File: src/rtl/ebus_pkg.sv
package ebus_pkg;

  typedef enum logic [1:0] {
    ST_IDLE  = 2'd0,
    ST_ADDR  = 2'd1,
    ST_CMD   = 2'd2,
    ST_TRAIL = 2'd3
  } ebus_state_e;

  typedef struct packed {
    logic write;
    logic async_rdy;
    logic mux;
    logic tri_ws;
    logic ale_long;
  } ebus_mode_t;

endpackage

File: src/rtl/ebus_rdy_sync.sv
module ebus_rdy_sync #(
  parameter int STAGES = 2
) (
  input  logic clk,
  input  logic rst,
  input  logic clear,
  input  logic ready_n,
  output logic ready_n_sync
);

  logic [STAGES-1:0] chain;

  generate
    if (STAGES == 1) begin : g_single
      always_ff @(posedge clk) begin
        if (rst || clear) chain <= 1'b1;
        else              chain <= ready_n;
      end
    end else begin : g_multi
      always_ff @(posedge clk) begin
        if (rst || clear) chain <= '1;
        else              chain <= {chain[STAGES-2:0], ready_n};
      end
    end
  endgenerate

  assign ready_n_sync = chain[STAGES-1];

endmodule

File: src/rtl/ebus_datapath.sv
module ebus_datapath #(
  parameter int ADDR_W = 16,
  parameter int DATA_W = 16
) (
  input  logic              clk,
  input  logic              rst,
  input  logic              load,
  input  logic              capture,
  input  logic [ADDR_W-1:0] req_addr,
  input  logic [DATA_W-1:0] req_wdata,
  input  logic [DATA_W-1:0] bus_din,
  output logic [ADDR_W-1:0] bus_addr,
  output logic [DATA_W-1:0] bus_dout,
  output logic [DATA_W-1:0] rdata
);

  always_ff @(posedge clk) begin
    if (rst) begin
      bus_addr <= '0;
      bus_dout <= '0;
    end else if (load) begin
      bus_addr <= req_addr;
      bus_dout <= req_wdata;
    end
  end

  always_ff @(posedge clk) begin
    if (rst)          rdata <= '0;
    else if (capture) rdata <= bus_din;
  end

endmodule

File: src/rtl/ebus_ctrl.sv
module ebus_ctrl
  import ebus_pkg::*;
#(
  parameter int WAIT_W = 4
) (
  input  logic              clk,
  input  logic              rst,
  input  logic              req_valid,
  input  ebus_mode_t        mode,
  input  logic [WAIT_W-1:0] wait_cnt,
  input  logic              ready_n,
  input  logic              ready_n_sync,
  output logic              req_ready,
  output logic              accept,
  output logic              rd_capture,
  output logic              ale,
  output logic              rd_n,
  output logic              wr_n,
  output logic              addr_oe,
  output logic              data_oe,
  output logic              done
);

  ebus_state_e       state;
  ebus_mode_t        mode_q;
  logic [WAIT_W-1:0] wcnt;
  logic [1:0]        tcnt;
  logic              ale_second;
  logic              rdy_n_eff;
  logic              cmd_end;
  logic [1:0]        trail_len;

  assign req_ready  = (state == ST_IDLE);
  assign accept     = req_ready && req_valid;
  assign rdy_n_eff  = mode_q.async_rdy ? ready_n_sync : ready_n;
  assign cmd_end    = (state == ST_CMD) && (wcnt == '0) && !rdy_n_eff;
  assign rd_capture = cmd_end && !mode_q.write;
  assign trail_len  = {1'b0, mode_q.mux} + {1'b0, mode_q.tri_ws};

  always_ff @(posedge clk) begin
    if (rst) begin
      state      <= ST_IDLE;
      mode_q     <= '0;
      wcnt       <= '0;
      tcnt       <= '0;
      ale_second <= 1'b0;
      ale        <= 1'b0;
      rd_n       <= 1'b1;
      wr_n       <= 1'b1;
      addr_oe    <= 1'b0;
      data_oe    <= 1'b0;
      done       <= 1'b0;
    end else begin
      done <= 1'b0;
      case (state)
        ST_IDLE: begin
          if (req_valid) begin
            mode_q     <= mode;
            wcnt       <= wait_cnt;
            ale_second <= 1'b0;
            ale        <= 1'b1;
            addr_oe    <= 1'b1;
            state      <= ST_ADDR;
          end
        end
        ST_ADDR: begin
          if (mode_q.ale_long && !ale_second) begin
            ale_second <= 1'b1;
          end else begin
            ale     <= 1'b0;
            rd_n    <= mode_q.write;
            wr_n    <= !mode_q.write;
            data_oe <= mode_q.write;
            addr_oe <= !mode_q.mux;
            state   <= ST_CMD;
          end
        end
        ST_CMD: begin
          if (wcnt != '0) begin
            wcnt <= wcnt - 1'b1;
          end else if (cmd_end) begin
            rd_n    <= 1'b1;
            wr_n    <= 1'b1;
            data_oe <= 1'b0;
            addr_oe <= 1'b0;
            if (trail_len == 2'd0) begin
              done  <= 1'b1;
              state <= ST_IDLE;
            end else begin
              tcnt  <= trail_len - 2'd1;
              state <= ST_TRAIL;
            end
          end
        end
        ST_TRAIL: begin
          if (tcnt == 2'd0) begin
            done  <= 1'b1;
            state <= ST_IDLE;
          end else begin
            tcnt <= tcnt - 2'd1;
          end
        end
        default: state <= ST_IDLE;
      endcase
    end
  end

endmodule

File: src/rtl/ebus_seq.sv
module ebus_seq
  import ebus_pkg::*;
#(
  parameter int ADDR_W      = 16,
  parameter int DATA_W      = 16,
  parameter int WAIT_W      = 4,
  parameter int SYNC_STAGES = 2
) (
  input  logic              clk,
  input  logic              rst,
  input  logic              req_valid,
  output logic              req_ready,
  input  logic              req_write,
  input  logic [ADDR_W-1:0] req_addr,
  input  logic [DATA_W-1:0] req_wdata,
  input  logic [WAIT_W-1:0] req_wait,
  input  logic              req_async,
  input  logic              req_mux,
  input  logic              req_tristate,
  input  logic              req_ale_long,
  output logic              done,
  output logic [DATA_W-1:0] rdata,
  input  logic              ready_n,
  output logic              bus_ale,
  output logic              bus_rd_n,
  output logic              bus_wr_n,
  output logic [ADDR_W-1:0] bus_addr,
  output logic              bus_addr_oe,
  output logic [DATA_W-1:0] bus_dout,
  output logic              bus_data_oe,
  input  logic [DATA_W-1:0] bus_din
);

  ebus_mode_t mode;
  logic       accept;
  logic       rd_capture;
  logic       ready_n_sync;

  assign mode.write     = req_write;
  assign mode.async_rdy = req_async;
  assign mode.mux       = req_mux;
  assign mode.tri_ws    = req_tristate;
  assign mode.ale_long  = req_ale_long;

  ebus_rdy_sync #(.STAGES(SYNC_STAGES)) u_sync (
    .clk          (clk),
    .rst          (rst),
    .clear        (accept),
    .ready_n      (ready_n),
    .ready_n_sync (ready_n_sync)
  );

  ebus_ctrl #(.WAIT_W(WAIT_W)) u_ctrl (
    .clk          (clk),
    .rst          (rst),
    .req_valid    (req_valid),
    .mode         (mode),
    .wait_cnt     (req_wait),
    .ready_n      (ready_n),
    .ready_n_sync (ready_n_sync),
    .req_ready    (req_ready),
    .accept       (accept),
    .rd_capture   (rd_capture),
    .ale          (bus_ale),
    .rd_n         (bus_rd_n),
    .wr_n         (bus_wr_n),
    .addr_oe      (bus_addr_oe),
    .data_oe      (bus_data_oe),
    .done         (done)
  );

  ebus_datapath #(.ADDR_W(ADDR_W), .DATA_W(DATA_W)) u_dp (
    .clk       (clk),
    .rst       (rst),
    .load      (accept),
    .capture   (rd_capture),
    .req_addr  (req_addr),
    .req_wdata (req_wdata),
    .bus_din   (bus_din),
    .bus_addr  (bus_addr),
    .bus_dout  (bus_dout),
    .rdata     (rdata)
  );

endmodule

File: config.mk
export PLATFORM = sky130hd
export DESIGN_NAME = ebus_seq
export DESIGN_NICKNAME = d
export VERILOG_FILES = /design/src/rtl/ebus_pkg.sv /design/src/rtl/ebus_rdy_sync.sv /design/src/rtl/ebus_datapath.sv /design/src/rtl/ebus_ctrl.sv /design/src/rtl/ebus_seq.sv
export SDC_FILE = /design/constraint.sdc
export NUM_CORES = 1
export LEC_CHECK = 0
export CAP_MARGIN = 20
export CORE_MARGIN = 4
export CORE_UTILIZATION = 40
export CTS_BUF_LIST = sky130_fd_sc_hd__clkbuf_16
export CTS_CLUSTER_SIZE = 10
export DETAILED_ROUTE_END_ITERATION = 7
export PLACE_DENSITY = 0.78
export SETUP_SLACK_MARGIN = 0.3
export SYNTH_ARGS = -nofsm -noshare
export SYNTH_HDL_FRONTEND = slang
export SYNTH_HIERARCHICAL = 1
export SYNTH_SLANG_ARGS = --single-unit
File: constraint.sdc
create_clock -name clk -period 2.9 [get_ports clk]
set_clock_uncertainty 0.1 [all_clocks]
set_input_delay 0.725 -clock clk [delete_from_list [all_inputs] [get_ports clk]]
set_output_delay 0.725 -clock clk [all_outputs]
set_load 0.1 [all_outputs]
### Word-level counts from Yosys, hierarchy flattened

Cells that the tools add are included.

* bits of input ports: 61
* flip-flop bits (word level): 70

* equality and inequality tests: 12
* reductions and logical operators: 28
* add/sub/neg operators: 4
* multiplexer cells: 38

Operators by type and width (number)
* two-way mux 2 bit: 10
* two-way mux 1 bit: 16
* AND reduction 5 bit: 3
* inequality test 2 bit, second input constant: 6
* one-hot mux 1 bit (2 select lines): 6
* AND reduction 3 bit: 3
* two-way mux 4 bit: 2
* one-hot mux 2 bit (4 select lines): 1
* one-hot mux 4 bit (2 select lines): 1
* nonzero test 2 bit: 4
* logical NOT 2 bit: 3
* inequality test 2 x 1 -> 1 bit, second input constant: 3
* logical AND 1 bit: 5
* == test 2 bit, second input constant: 2
* logical NOT 1 bit: 4
* logical NOT 4 bit: 1
* one-hot mux 2 bit (2 select lines): 1
* AND reduction 4 bit: 1
* nonzero test 4 bit: 1
* subtractor 2 x 1 -> 2 bit, second input constant: 2
* subtractor 4 x 1 -> 4 bit, second input constant: 1
* one-hot mux 1 bit (3 select lines): 1
* nonzero test 3 bit: 1
* adder 1 x 1 -> 2 bit: 1
* other kinds (3): 3

### Depth between registers and ports, before layout

* depth in word-level cells: 6
* mapped depth: 10

### Hierarchy

The synthesis kept the hierarchy.

Modules (own cells, without submodules)
* ebus_datapath: area an instance 1746.7 um2, times used 1, cells an instance 155
* ebus_ctrl: area an instance 1084.8 um2, times used 1, cells an instance 129
* ebus_rdy_sync: area an instance 52.6 um2, times used 1, cells an instance 4

### Worst setup path after synthesis

Ideal clock, no wire load.

* path kind: reg2out
* start: register u_ctrl.state[0]
* end: output req_ready
* cell stages (with the launch flop): 3
* arrival time: 1.824 ns
* required time: 2.075 ns
* setup slack: 0.251 ns
* cell sequence: dfxtp_1 clkbuf_1 nor2_1

* cells in the longest elaborated chain, start to end: 1

Ends and longest elaborated chain
* start: declaration: line ebus_ctrl.sv:24 `ebus_state_e state;`
* start signal: assignment: line ebus_ctrl.sv:42 `state <= ST_IDLE;`
* start signal: assignment: line ebus_ctrl.sv:63 `state <= ST_ADDR;`
* start signal: assignment: line ebus_ctrl.sv:75 `state <= ST_CMD;`
* logical NOT 2 bit: line ebus_ctrl.sv:33 `assign req_ready = (state == ST_IDLE);`
* end: declaration: line ebus_seq.sv:12 `output logic req_ready,`

Every way passes these cells.

### Final worst setup path

* start: input ready_n
* end: register u_dp.rdata[13]

* cells in the longest elaborated chain, start to end: 4

Ends and longest elaborated chain
* start: declaration: line ebus_seq.sv:23 `input logic ready_n,`
* two-way mux 1 bit: line ebus_ctrl.sv:35 `assign rdy_n_eff = mode_q.async_rdy ? ready_n_sync : ready_n;`
* logical NOT 1 bit: line ebus_ctrl.sv:36 `assign cmd_end = (state == ST_CMD) && (wcnt == '0) && !rdy_n_eff;`
* logical AND 1 bit: line ebus_ctrl.sv:36
* logical AND 1 bit: line ebus_ctrl.sv:37 `assign rd_capture = cmd_end && !mode_q.write;`
* named net rd_capture: line ebus_seq.sv:36 `logic rd_capture;`
* end signal: assignment: line ebus_datapath.sv:29 `else if (capture) rdata <= bus_din;`
* end: declaration: line ebus_datapath.sv:14 `output logic [DATA_W-1:0] rdata`

The timed path passes the listed nets, and every way through them passes these cells.
A chain may end at the register's enable or synchronous reset.

==> flow_metrics.env <==
export IMPL_final_common_cell="dfxtp_1"
export IMPL_syn2layout_area_growth_pct=47.4
export IMPL_worstSetupPathType="primary input to flip-flop"
export IMPL_drt_iter0_drc=110
export IMPL_crit_chain="clkdlybuf4s50_1, mux2_2, or3_4, nor2_2, buf_12, mux2i_1, nor2_1"
export IMPL_vias_per_cell=4.78
export IMPL_whs_path_depth=1
export IMPL_ys_seq_elements=70
export IMPL_dp_cells=488
export IMPL_synth_edf_count=0
export IMPL_synthFlopType="dfxtp_1"
export IMPL_clk_latency_ps=320
export IMPL_setup_ws_ps=537
export IMPL_dp_slack_ps=204
export IMPL_drv_cap=0
export IMPL_critPathRequiredTime_ps=3000
export IMPL_fin_tns_setup_ps=0
export IMPL_drive_gt1_share_pct=21.6
export IMPL_cts_buffers_inserted=9
export IMPL_cp_slowest_cell="clkdlybuf4s50_1"
export IMPL_hpwl_mm=5.25
export IMPL_p_leak_nw=1.76
export IMPL_p_per_area_nw_per_um2=746
export IMPL_vias=2410
export IMPL_final_instance_count_excl_fill=504
export IMPL_cp_slowest_stage_delay_ps=440
export IMPL_power_mw=3.17
export IMPL_cts_tree="done"
export IMPL_min_period_ps=2360
export IMPL_postCtsResizedCells=0
export IMPL_die_h_um=92.9
export IMPL_htree_levels=3
export IMPL_drtPass1Iterations=4
export IMPL_start_util_pct=41.8
export IMPL_peakVddDrop_mv=0.325
export IMPL_grt_usage_pct=16.3
export IMPL_core_um2=6910
export IMPL_grt_pass1_wl_mm=11.2
export IMPL_routed_wl_mm=7.07
export IMPL_grt_pass1_vias=2283
export IMPL_cts_setup_buffers=0
export IMPL_cp_max_fo=16
export IMPL_grt_max_degree=38
export IMPL_outcome="finished, final reports clean"
export IMPL_synthCells=288
export IMPL_postSynthAreaPerCell_um2=10.0
export IMPL_ys_seq_area_share_pct=48.6
export IMPL_cp_data_arrival_time_ps=2470
export IMPL_io_pins=116
export IMPL_syn_cell_area_um2=2880
export IMPL_ant_nets=0
export IMPL_numPortBuffers=115
export IMPL_timing_hold_ws_ps=308
export IMPL_drcViolationCount=0
export IMPL_grt_overflow=0
export IMPL_avgRoutedWirePerCell_um=14.0
export IMPL_critical_path_buf_inv_count=2
export IMPL_gp_congestion=0.811
export IMPL_postCtsHoldBufs=0
export IMPL_hold_path_class="flip-flop to flip-flop"
export IMPL_setup_violations_final=0
export IMPL_worst_setup_path_start_kind="primary input"
export IMPL_rsz0062_at_grt="no"
export IMPL_antenna_found_initial=0
export IMPL_syn_nets=353
export IMPL_cts_buffer_depth=2
export IMPL_fin_crit_sh_pct=81.5
export IMPL_slew_headroom_pct=56.4
export IMPL_r2r_cells=8
export IMPL_yosys_warnings=6
export IMPL_cp_end_kind="flip-flop"
export IMPL_clk_pin_slew_ps=50
export IMPL_final_nets=468
export IMPL_synth_cell_type_count=40
export IMPL_die_w_um=92.9
export IMPL_finalHoldViolations=0
export IMPL_layout_cells_most_common_list="dfxtp_1, nor2_1, clkdlybuf4s50_1"
export IMPL_clock_sinks=70
export IMPL_antenna_cells=0
export IMPL_tightest_slew_ps=654
export IMPL_die_area_um2=8630
export IMPL_slew_violations=0
export IMPL_async_flop_share_pct=0
export IMPL_root_buffer="clkbuf_16"
export IMPL_path_delay_family="buffers and inverters"
export IMPL_worst_path_stages=7
export IMPL_rows=30
export IMPL_max_freq_mhz=423
[kinds of logic (layout without fill, tap and decap cells)]
family,count (synthesis),in the layout,synth area share (%)
AOI/OAI and AO/OA,34,34,7.81
xor gates and xnor gates,1,1,0.304
adders and majority gates,4,4,1.74
buffers and inverters,25,145,6.72
DFF,70,70,48.6
muxes,52,52,18.1
and+or+nand+nor,102,102,16.7
[final timing paths]
path                         from              end  slack, ps
setup / recovery          ready_n   u_dp/rdata[13]        540
hold / removal    u_sync/chain[0]  u_sync/chain[1]        310
setup reg to reg   u_ctrl/wcnt[0]   u_dp/rdata[13]        700
hold reg to reg   u_sync/chain[0]  u_sync/chain[1]        310
[layout make-up]
class | instances | area, um2
fill | 619 | 2660
sequential | 70 | 1400
multi-input combinational | 193 | 1300
timing repair buffer | 122 | 1110
clock buffer | 9 | 225
tap | 96 | 120
clock inverter | 7 | 66.3
inverter | 7 | 26.3
[synthesized netlist by cell type, types with 2 or more instances]
cell type	n	area (um2)
dfxtp_1	70	1400
ha_1	4	50.1
nor3_1	6	30.0
nand3_1	5	25.0
a21oi_1	10	50.1
or3_1	3	18.8
nand3b_1	3	22.5
buf_12	4	80.1
nand2b_1	2	12.5
clkbuf_1	6	22.5
mux2i_1	51	510
o21ai_1	2	10.0
a31oi_1	3	18.8
buf_6	4	45.0
inv_1	6	22.5
nor2b_1	2	12.5
nand2_1	7	26.3
nor2_1	65	244
o21ai_0	7	35.0
buf_2	4	20.0
a21o_1	3	22.5
a211oi_1	3	22.5
[sequential cells by signal, summed over array words and instances, names as in the netlist, 2 cells and up]
signal and flops:
u_dp/bus_addr 16, u_dp/bus_dout 16, u_dp/rdata 16, u_ctrl/mode_q 5, u_ctrl/wcnt 4, u_ctrl/state 2, u_ctrl/tcnt 2, u_sync/chain 2
[metal layers]
metal,track usage (%),vias to the layer above,wire length (um)
li1,-,1218,-
met1,21.2,1086,3210
met2,25.0,94,3220
met3,4.47,12,492
met4,7.20,0,141
met5,0,-,0
[power by group]
group / switching (mW) / internal (mW)
Clock: 0.395 / 0.659
Combinational: 0.691 / 0.322
Sequential: 0.0621 / 1.04
[through the flow]
step | utilization (%) | instance area [um2]
2_1_floorplan | - | 2890
3_3_place_gp | 57.3 | 3960
3_5_place_dp | 57.3 | 3960
4_1_cts | 61.5 | 4250
5_1_grt | 61.5 | 4250
6_report | 61.5 | 4250
(Power assumes the default switching activity.)
